[config.mk]
export PLATFORM = sky130hd
export DESIGN_NAME = mon_alarm_unit
export DESIGN_NICKNAME = d
export VERILOG_FILES = /design/src/rtl/mon_alarm_pkg.sv /design/src/rtl/mon_sample_fsm.sv /design/src/rtl/mon_limit_cmp.sv /design/src/rtl/mon_flag_bank.sv /design/src/rtl/mon_alarm_unit.sv
export SDC_FILE = /design/constraint.sdc
export NUM_CORES = 1
export LEC_CHECK = 0
export ABC_CLOCK_PERIOD_IN_PS = 3200
export BUFFER_PORTS_ARGS = -buffer_cell sky130_fd_sc_hd__buf_2
export CAP_MARGIN = 20
export CORE_MARGIN = 5
export CORE_UTILIZATION = 45
export DETAILED_ROUTE_END_ITERATION = 8
export GPL_TIMING_DRIVEN = 0
export SLEW_MARGIN = 20
export SYNTH_ARGS = -nofsm -noshare
export SYNTH_HDL_FRONTEND = slang
export SYNTH_SLANG_ARGS = --single-unit
[constraint.sdc]
create_clock -name clk -period 3.2 [get_ports clk]
set_clock_uncertainty 0.15 [all_clocks]
set_input_delay 0.16 -clock clk [delete_from_list [all_inputs] [get_ports clk]]
set_output_delay 0.16 -clock clk [all_outputs]
set_load 0.05 [all_outputs]
[src/rtl/mon_alarm_pkg.sv]
package mon_alarm_pkg;
    localparam int NCH      = 4;
    localparam int DATA_W   = 16;
    localparam int DROP_LSB = 4;
    localparam int ADDR_W   = 4;
    localparam int FLAG_W   = 2 * NCH;
    localparam int CH_W     = $clog2(NCH);

    localparam int A_RES = 0;
    localparam int A_HI  = A_RES + NCH;
    localparam int A_LO  = A_HI + NCH;
    localparam int A_UPD = A_LO + NCH;
    localparam int A_ALM = A_UPD + 1;
    localparam int A_MSK = A_ALM + 1;
    localparam int A_STS = A_MSK + 1;

    typedef enum logic [CH_W-1:0] {
        CH_TEMP   = 2'd0,
        CH_SUPPLY = 2'd1,
        CH_AUX1   = 2'd2,
        CH_AUX2   = 2'd3
    } chan_e;

    typedef enum logic {
        ST_IDLE = 1'b0,
        ST_HOLD = 1'b1
    } cap_state_e;

    typedef struct packed {
        logic              valid;
        chan_e             ch;
        logic [DATA_W-1:0] data;
    } commit_t;
endpackage

[src/rtl/mon_sample_fsm.sv]
module mon_sample_fsm
    import mon_alarm_pkg::*;
(
    input  logic              clk,
    input  logic              rst_n,
    input  logic              smp_valid,
    input  logic [CH_W-1:0]   smp_ch,
    input  logic [DATA_W-1:0] smp_data,
    input  logic              host_active,
    output commit_t           cm
);
    cap_state_e        state_q, state_d;
    logic [DATA_W-1:0] pend_q;
    logic              load_pend;
    logic              is_temp;

    assign is_temp = smp_valid && (chan_e'(smp_ch) == CH_TEMP);

    // state register
    always_ff @(posedge clk or negedge rst_n) begin
        if (!rst_n) state_q <= ST_IDLE;
        else        state_q <= state_d;
    end

    // pending temperature slot
    always_ff @(posedge clk or negedge rst_n) begin
        if (!rst_n)         pend_q <= '0;
        else if (load_pend) pend_q <= smp_data;
    end

    // next state and commit outputs
    always_comb begin
        state_d   = state_q;
        load_pend = 1'b0;
        cm        = '0;
        unique case (state_q)
            ST_IDLE: begin
                if (is_temp && host_active) begin
                    load_pend = 1'b1;            // DEFER
                    state_d   = ST_HOLD;
                end else if (smp_valid) begin
                    cm = '{valid: 1'b1, ch: chan_e'(smp_ch), data: smp_data};
                end
            end
            ST_HOLD: begin
                if (is_temp) begin
                    if (host_active) begin
                        load_pend = 1'b1;        // replace pending
                    end else begin
                        cm = '{valid: 1'b1, ch: CH_TEMP, data: smp_data};
                        state_d = ST_IDLE;       // SUPERSEDE
                    end
                end else if (smp_valid) begin
                    cm = '{valid: 1'b1, ch: chan_e'(smp_ch), data: smp_data};
                end else if (!host_active) begin
                    cm = '{valid: 1'b1, ch: CH_TEMP, data: pend_q};
                    state_d = ST_IDLE;           // RELEASE
                end
            end
            default: state_d = ST_IDLE;
        endcase
    end
endmodule

[src/rtl/mon_limit_cmp.sv]
module mon_limit_cmp #(
    parameter bit SIGNED_CMP = 1'b0,
    parameter int DATA_W     = 16,
    parameter int DROP_LSB   = 4
) (
    input  logic [DATA_W-1:0] value,
    input  logic [DATA_W-1:0] hi_lim,
    input  logic [DATA_W-1:0] lo_lim,
    output logic              above,
    output logic              below
);
    localparam int KEEP = DATA_W - DROP_LSB;

    logic [KEEP-1:0] v_k, h_k, l_k;
    assign v_k = value[DATA_W-1:DROP_LSB];
    assign h_k = hi_lim[DATA_W-1:DROP_LSB];
    assign l_k = lo_lim[DATA_W-1:DROP_LSB];

    generate
        if (SIGNED_CMP) begin : g_signed
            assign above = $signed(v_k) > $signed(h_k);
            assign below = $signed(v_k) < $signed(l_k);
        end else begin : g_unsigned
            assign above = v_k > h_k;
            assign below = v_k < l_k;
        end
    endgenerate
endmodule

[src/rtl/mon_flag_bank.sv]
module mon_flag_bank
    import mon_alarm_pkg::*;
(
    input  logic              clk,
    input  logic              rst_n,
    input  commit_t           cm,
    input  logic [NCH-1:0]    above,
    input  logic [NCH-1:0]    below,
    input  logic              wr_upd,
    input  logic              wr_alm,
    input  logic [FLAG_W-1:0] wdata,
    input  logic [FLAG_W-1:0] mask,
    output logic [FLAG_W-1:0] alm,
    output logic [NCH-1:0]    upd,
    output logic              irq
);
    localparam int SUP_LO_BIT = FLAG_W - 2 - 2 * int'(CH_SUPPLY);

    logic [FLAG_W-1:0] alm_set, alm_keep, alm_d;
    logic [NCH-1:0]    upd_set, upd_keep, upd_d;
    logic              sup_seen_q;
    logic              first_sup;

    always_comb begin
        alm_set = '0;
        upd_set = '0;
        for (int c = 0; c < NCH; c++) begin
            if (cm.valid && int'(cm.ch) == c) begin
                alm_set[FLAG_W-1-2*c] = above[c];
                alm_set[FLAG_W-2-2*c] = below[c];
                upd_set[NCH-1-c]      = 1'b1;
            end
        end
        first_sup = cm.valid && (cm.ch == CH_SUPPLY) && !sup_seen_q;
        alm_keep  = wr_alm ? wdata : '1;
        upd_keep  = wr_upd ? wdata[FLAG_W-1 -: NCH] : '1;
        alm_d     = (alm & alm_keep) | alm_set;
        upd_d     = (upd & upd_keep) | upd_set;
        if (first_sup) alm_d[SUP_LO_BIT] = below[int'(CH_SUPPLY)];
    end

    always_ff @(posedge clk or negedge rst_n) begin
        if (!rst_n) begin
            alm        <= FLAG_W'(1) << SUP_LO_BIT;
            upd        <= '0;
            sup_seen_q <= 1'b0;
        end else begin
            alm <= alm_d;
            upd <= upd_d;
            if (first_sup) sup_seen_q <= 1'b1;
        end
    end

    assign irq = |(alm & mask);
endmodule

[src/rtl/mon_alarm_unit.sv]
module mon_alarm_unit
    import mon_alarm_pkg::*;
(
    input  logic        clk,
    input  logic        rst_n,
    input  logic        smp_valid,
    input  logic [1:0]  smp_ch,
    input  logic [15:0] smp_data,
    input  logic        host_active,
    input  logic        reg_wr,
    input  logic [3:0]  reg_addr,
    input  logic [15:0] reg_wdata,
    output logic [15:0] reg_rdata,
    output logic        irq
);
    commit_t           cm;
    logic [DATA_W-1:0] res_q [NCH];
    logic [DATA_W-1:0] hi_q  [NCH];
    logic [DATA_W-1:0] lo_q  [NCH];
    logic [FLAG_W-1:0] mask_q;
    logic [FLAG_W-1:0] alm_byte;
    logic [NCH-1:0]    upd_bits;
    logic [FLAG_W-1:0] upd_byte;
    logic [NCH-1:0]    above, below;

    mon_sample_fsm u_fsm (
        .clk(clk), .rst_n(rst_n), .smp_valid(smp_valid), .smp_ch(smp_ch),
        .smp_data(smp_data), .host_active(host_active), .cm(cm)
    );

    generate
        for (genvar c = 0; c < NCH; c++) begin : g_ch
            always_ff @(posedge clk or negedge rst_n) begin
                if (!rst_n) begin
                    res_q[c] <= '0;
                    hi_q[c]  <= '0;
                    lo_q[c]  <= '0;
                end else begin
                    if (cm.valid && int'(cm.ch) == c) res_q[c] <= cm.data;
                    if (reg_wr && reg_addr == ADDR_W'(A_HI + c)) hi_q[c] <= reg_wdata;
                    if (reg_wr && reg_addr == ADDR_W'(A_LO + c)) lo_q[c] <= reg_wdata;
                end
            end

            mon_limit_cmp #(
                .SIGNED_CMP(c == int'(CH_TEMP)), .DATA_W(DATA_W), .DROP_LSB(DROP_LSB)
            ) u_cmp (
                .value(cm.data), .hi_lim(hi_q[c]), .lo_lim(lo_q[c]),
                .above(above[c]), .below(below[c])
            );
        end
    endgenerate

    always_ff @(posedge clk or negedge rst_n) begin
        if (!rst_n)                                   mask_q <= '0;
        else if (reg_wr && reg_addr == ADDR_W'(A_MSK)) mask_q <= reg_wdata[FLAG_W-1:0];
    end

    mon_flag_bank u_flags (
        .clk(clk), .rst_n(rst_n), .cm(cm), .above(above), .below(below),
        .wr_upd(reg_wr && reg_addr == ADDR_W'(A_UPD)),
        .wr_alm(reg_wr && reg_addr == ADDR_W'(A_ALM)),
        .wdata(reg_wdata[FLAG_W-1:0]), .mask(mask_q),
        .alm(alm_byte), .upd(upd_bits), .irq(irq)
    );

    assign upd_byte = {upd_bits, {(FLAG_W-NCH){1'b0}}};

    always_comb begin
        reg_rdata = '0;
        unique case (reg_addr[3:2])
            2'd0: reg_rdata = res_q[reg_addr[1:0]];
            2'd1: reg_rdata = hi_q[reg_addr[1:0]];
            2'd2: reg_rdata = lo_q[reg_addr[1:0]];
            default: begin
                unique case (int'(reg_addr))
                    A_UPD:   reg_rdata = DATA_W'(upd_byte);
                    A_ALM:   reg_rdata = DATA_W'(alm_byte);
                    A_MSK:   reg_rdata = DATA_W'(mask_q);
                    default: reg_rdata = DATA_W'(irq);
                endcase
            end
        endcase
    end
endmodule

==> flow_summary.json <==
{
  "routed_wl_um": 36300,
  "final_common_cell": "dfrtp_1",
  "utilization_pct": 52.7,
  "finalCriticalPeriod_ns": 3.13,
  "cts_buffer_depth": 3,
  "reg2reg_to": "u_flags.alm[4]$_DFF_PN1_",
  "final-setup-viol-count": 0,
  "synth_seq_cells": 230,
  "final_hold_viol_count": 0,
  "die_w_um": 178,
  "drtIter0Drc": 762,
  "r2r_start": "u_fsm.state_q$_DFF_PN0_",
  "fmax_mhz": 319,
  "reg2reg_slack_ns": 0.07,
  "die_area_um2": 31600,
  "total_power_uw": 9480,
  "hpwlAfterDp_um": 26400,
  "holdWs_ns": 0.0126,
  "rsz0062_at_grt": "true",
  "vias_per_cell": 5.71,
  "pwr_density_cell_nw_per_um2": 647,
  "syn_avg_cell_area_um2": 11.0,
  "finalSetupTns_ns": 0,
  "period_share_pct": 97.9,
  "timing.slew.headroom_pct": 37.9,
  "worst_ep_required_time_ns": 3.44,
  "overflow": 0,
  "coreArea_um2": 27800,
  "maxCapViolCount": 0,
  "min_path_type": "input port to register",
  "crit_arrival_ns": 3.38,
  "crit_path_max_fanout": 10,
  "ir_drop_uv": 456,
  "place.gp.congestion": 0.891,
  "ys_types": 50,
  "numCtsBuffers": 26,
  "path_class": "register to register",
  "root_buffer": "clkbuf_16",
  "fillers": 2536,
  "h-tree-depth": 1,
  "synthesis.nets": 1288,
  "ant_nets": 0,
  "via_count": 9443,
  "r2r_cells": 10,
  "grt_antenna_before_repair": 0,
  "drcViolationCount": 0,
  "drive_gt1_share_pct": 22.7,
  "initial_core_util_pct": 45.5,
  "synth_edf_count": 0,
  "grt_pass1_vias": 9672,
  "wire_per_inst_um": 21.9,
  "synth_cells": 1153,
  "dieHeight_um": 178,
  "dr.pass1.iters": 5,
  "power.leakage_uw": 0.00669,
  "synthArstFlopShare_pct": 100,
  "rows": 61,
  "num_antenna_cells": 0,
  "syn_area_um2": 12600,
  "holdPathEnd": "res_q[63]$_DFFE_PN0P_",
  "synth_top_flop_cell": "dfrtp_1",
  "tightestPinTransition_ns": 0.932,
  "nets": 1394,
  "grt_max_degree": 95,
  "place.port_buffers": 44,
  "yosys_warnings": 0,
  "min-delay-start": "host_active",
  "start_kind": "register",
  "end_kind": "register",
  "ios": 60,
  "drv_slew": 0,
  "grt_first_pass_wirelength_um": 56900,
  "cts_sinks": 230,
  "hold_depth": 4,
  "syn_to_final_growth_pct": 15.8,
  "track_usage_pct": 23.5,
  "clkTransAtPathRegs_ns": 0.06,
  "status": "complete, no violations",
  "insertion_delay_ns": 0.54,
  "ys_seq_area_share_pct": 45.5,
  "cts_tree": "yes",
  "layout_common_cells": "dfrtp_1 (229), nand2_1 (141), o21ai_0 (138)"
}
synth_stat cells, types with 6 or more instances:
cell type / number / area [um^2]
nor2_1: 31 / 116
a21o_1: 17 / 128
ha_1: 92 / 1150
nand3_1: 9 / 45.0
inv_1: 110 / 413
o22ai_1: 8 / 50.1
a211oi_1: 6 / 45.0
clkbuf_1: 37 / 139
dfrtp_1: 229 / 5730
o21a_1: 7 / 52.6
mux4_2: 55 / 1240
mux2_2: 86 / 968
a22oi_1: 20 / 150
buf_2: 20 / 100
nand2_1: 141 / 529
mux2i_1: 15 / 150
nor2b_1: 10 / 62.6
nand4_1: 13 / 81.3
a21oi_1: 37 / 185
o21ai_0: 138 / 691
worst max-delay path by stage:
stage,slack [ns],endpoint,depth (start not counted),start
after floorplan,0.45,u_flags.alm[7]$_DFF_PN0_,9,u_fsm.state_q$_DFF_PN0_
after global placement,-2.40,lo_q[27]$_DFFE_PN0P_,1,rst_n
after detailed placement,-0.58,u_flags.alm[6]$_DFF_PN0_,11,host_active
after CTS,0.001,u_flags.alm[6]$_DFF_PN0_,9,u_fsm.state_q$_DFF_PN0_
after global routing,-0.06,u_flags.alm[6]$_DFF_PN0_,9,u_fsm.state_q$_DFF_PN0_
final,0.07,u_flags.alm[4]$_DFF_PN1_,10,u_fsm.state_q$_DFF_PN0_
kinds of logic (layout without fill, tap and decap cells):
| family | Yosys count | count (layout) | share of synthesized area [%] |
|---|---|---|---|
| flops | 230 | 230 | 45.5 |
| fa+ha+maj | 92 | 92 | 9.10 |
| mux | 156 | 156 | 18.6 |
| simple gates | 234 | 234 | 8.39 |
| compound gates | 261 | 261 | 12.5 |
| buf+inv | 180 | 304 | 5.87 |
power breakdown:
| group | internal, uW | leakage, uW | total (uW) | switching, uW |
|---|---|---|---|---|
| Sequential | 3540 | 0.00280 | 3940 | 398 |
| Clock | 1810 | 0.000433 | 3030 | 1230 |
| Combinational | 1120 | 0.00345 | 2510 | 1390 |
| Total | 6470 | 0.00669 | 9480 | 3020 |
sequential cells by signal, summed over array words and instances, names as in the netlist:
signal              count
hi_q                   64
lo_q                   64
mask_q                  8
res_q                  64
u_flags.alm             8
u_flags.sup_seen_q      1
u_flags.upd             4
u_fsm.pend_q           16
u_fsm.state_q           1
routing by layer:
layer / global-route usage, % / wire [um]
met5: 0 / 0
met4: 6.25 / 915
met3: 3.39 / 1860
met2: 37.5 / 16900
met1: 33.7 / 16600
stage by stage:
stage / worst slack, ns / instances / instance area, um^2
floorplan: 0.445 / 1153 / 12600
global placement: -2.40 / 1575 / 13300
detailed placement: -0.579 / 1577 / 13400
CTS: 0.00149 / 1654 / 14600
global route: -0.0584 / 1655 / 14600
finish: 0.0658 / 1655 / 14600
what timing repair did:
item                                   CTS  global route
gates resized for setup                 16             8
setup endpoints to repair                8             7
buffers inserted                         1             1
hold buffers                            30             0
endpoints found under the hold margin  358             0
worst max-delay path, stage by stage, from the launching register on:
cell and delay (ns):
dfrtp_1 0.38, nor3b_4 0.37, buf_4 0.29, a22oi_2 0.12
inv_2 0.21, ha_1 0.28, a21oi_1 0.16, nor2_1 0.07
a211oi_1 0.30, o21ai_0 0.17, o41ai_1 0.49
area by class of cell:
| cell class | instances | area, um^2 | area share [%] |
|---|---|---|---|
| Timing Repair Buffer | 78 | 601 | 4.10 |
| Multi-Input combinational cell | 743 | 6210 | 42.4 |
| Buffer | 70 | 333 | 2.27 |
| Inverter | 110 | 413 | 2.82 |
| Sequential cell | 230 | 5760 | 39.3 |
| Clock buffer | 36 | 759 | 5.18 |
| Tap cell | 378 | 473 | 3.23 |
| Clock inverter | 10 | 100 | 0.683 |
Note: power is estimated with default switching activity, not from simulation.
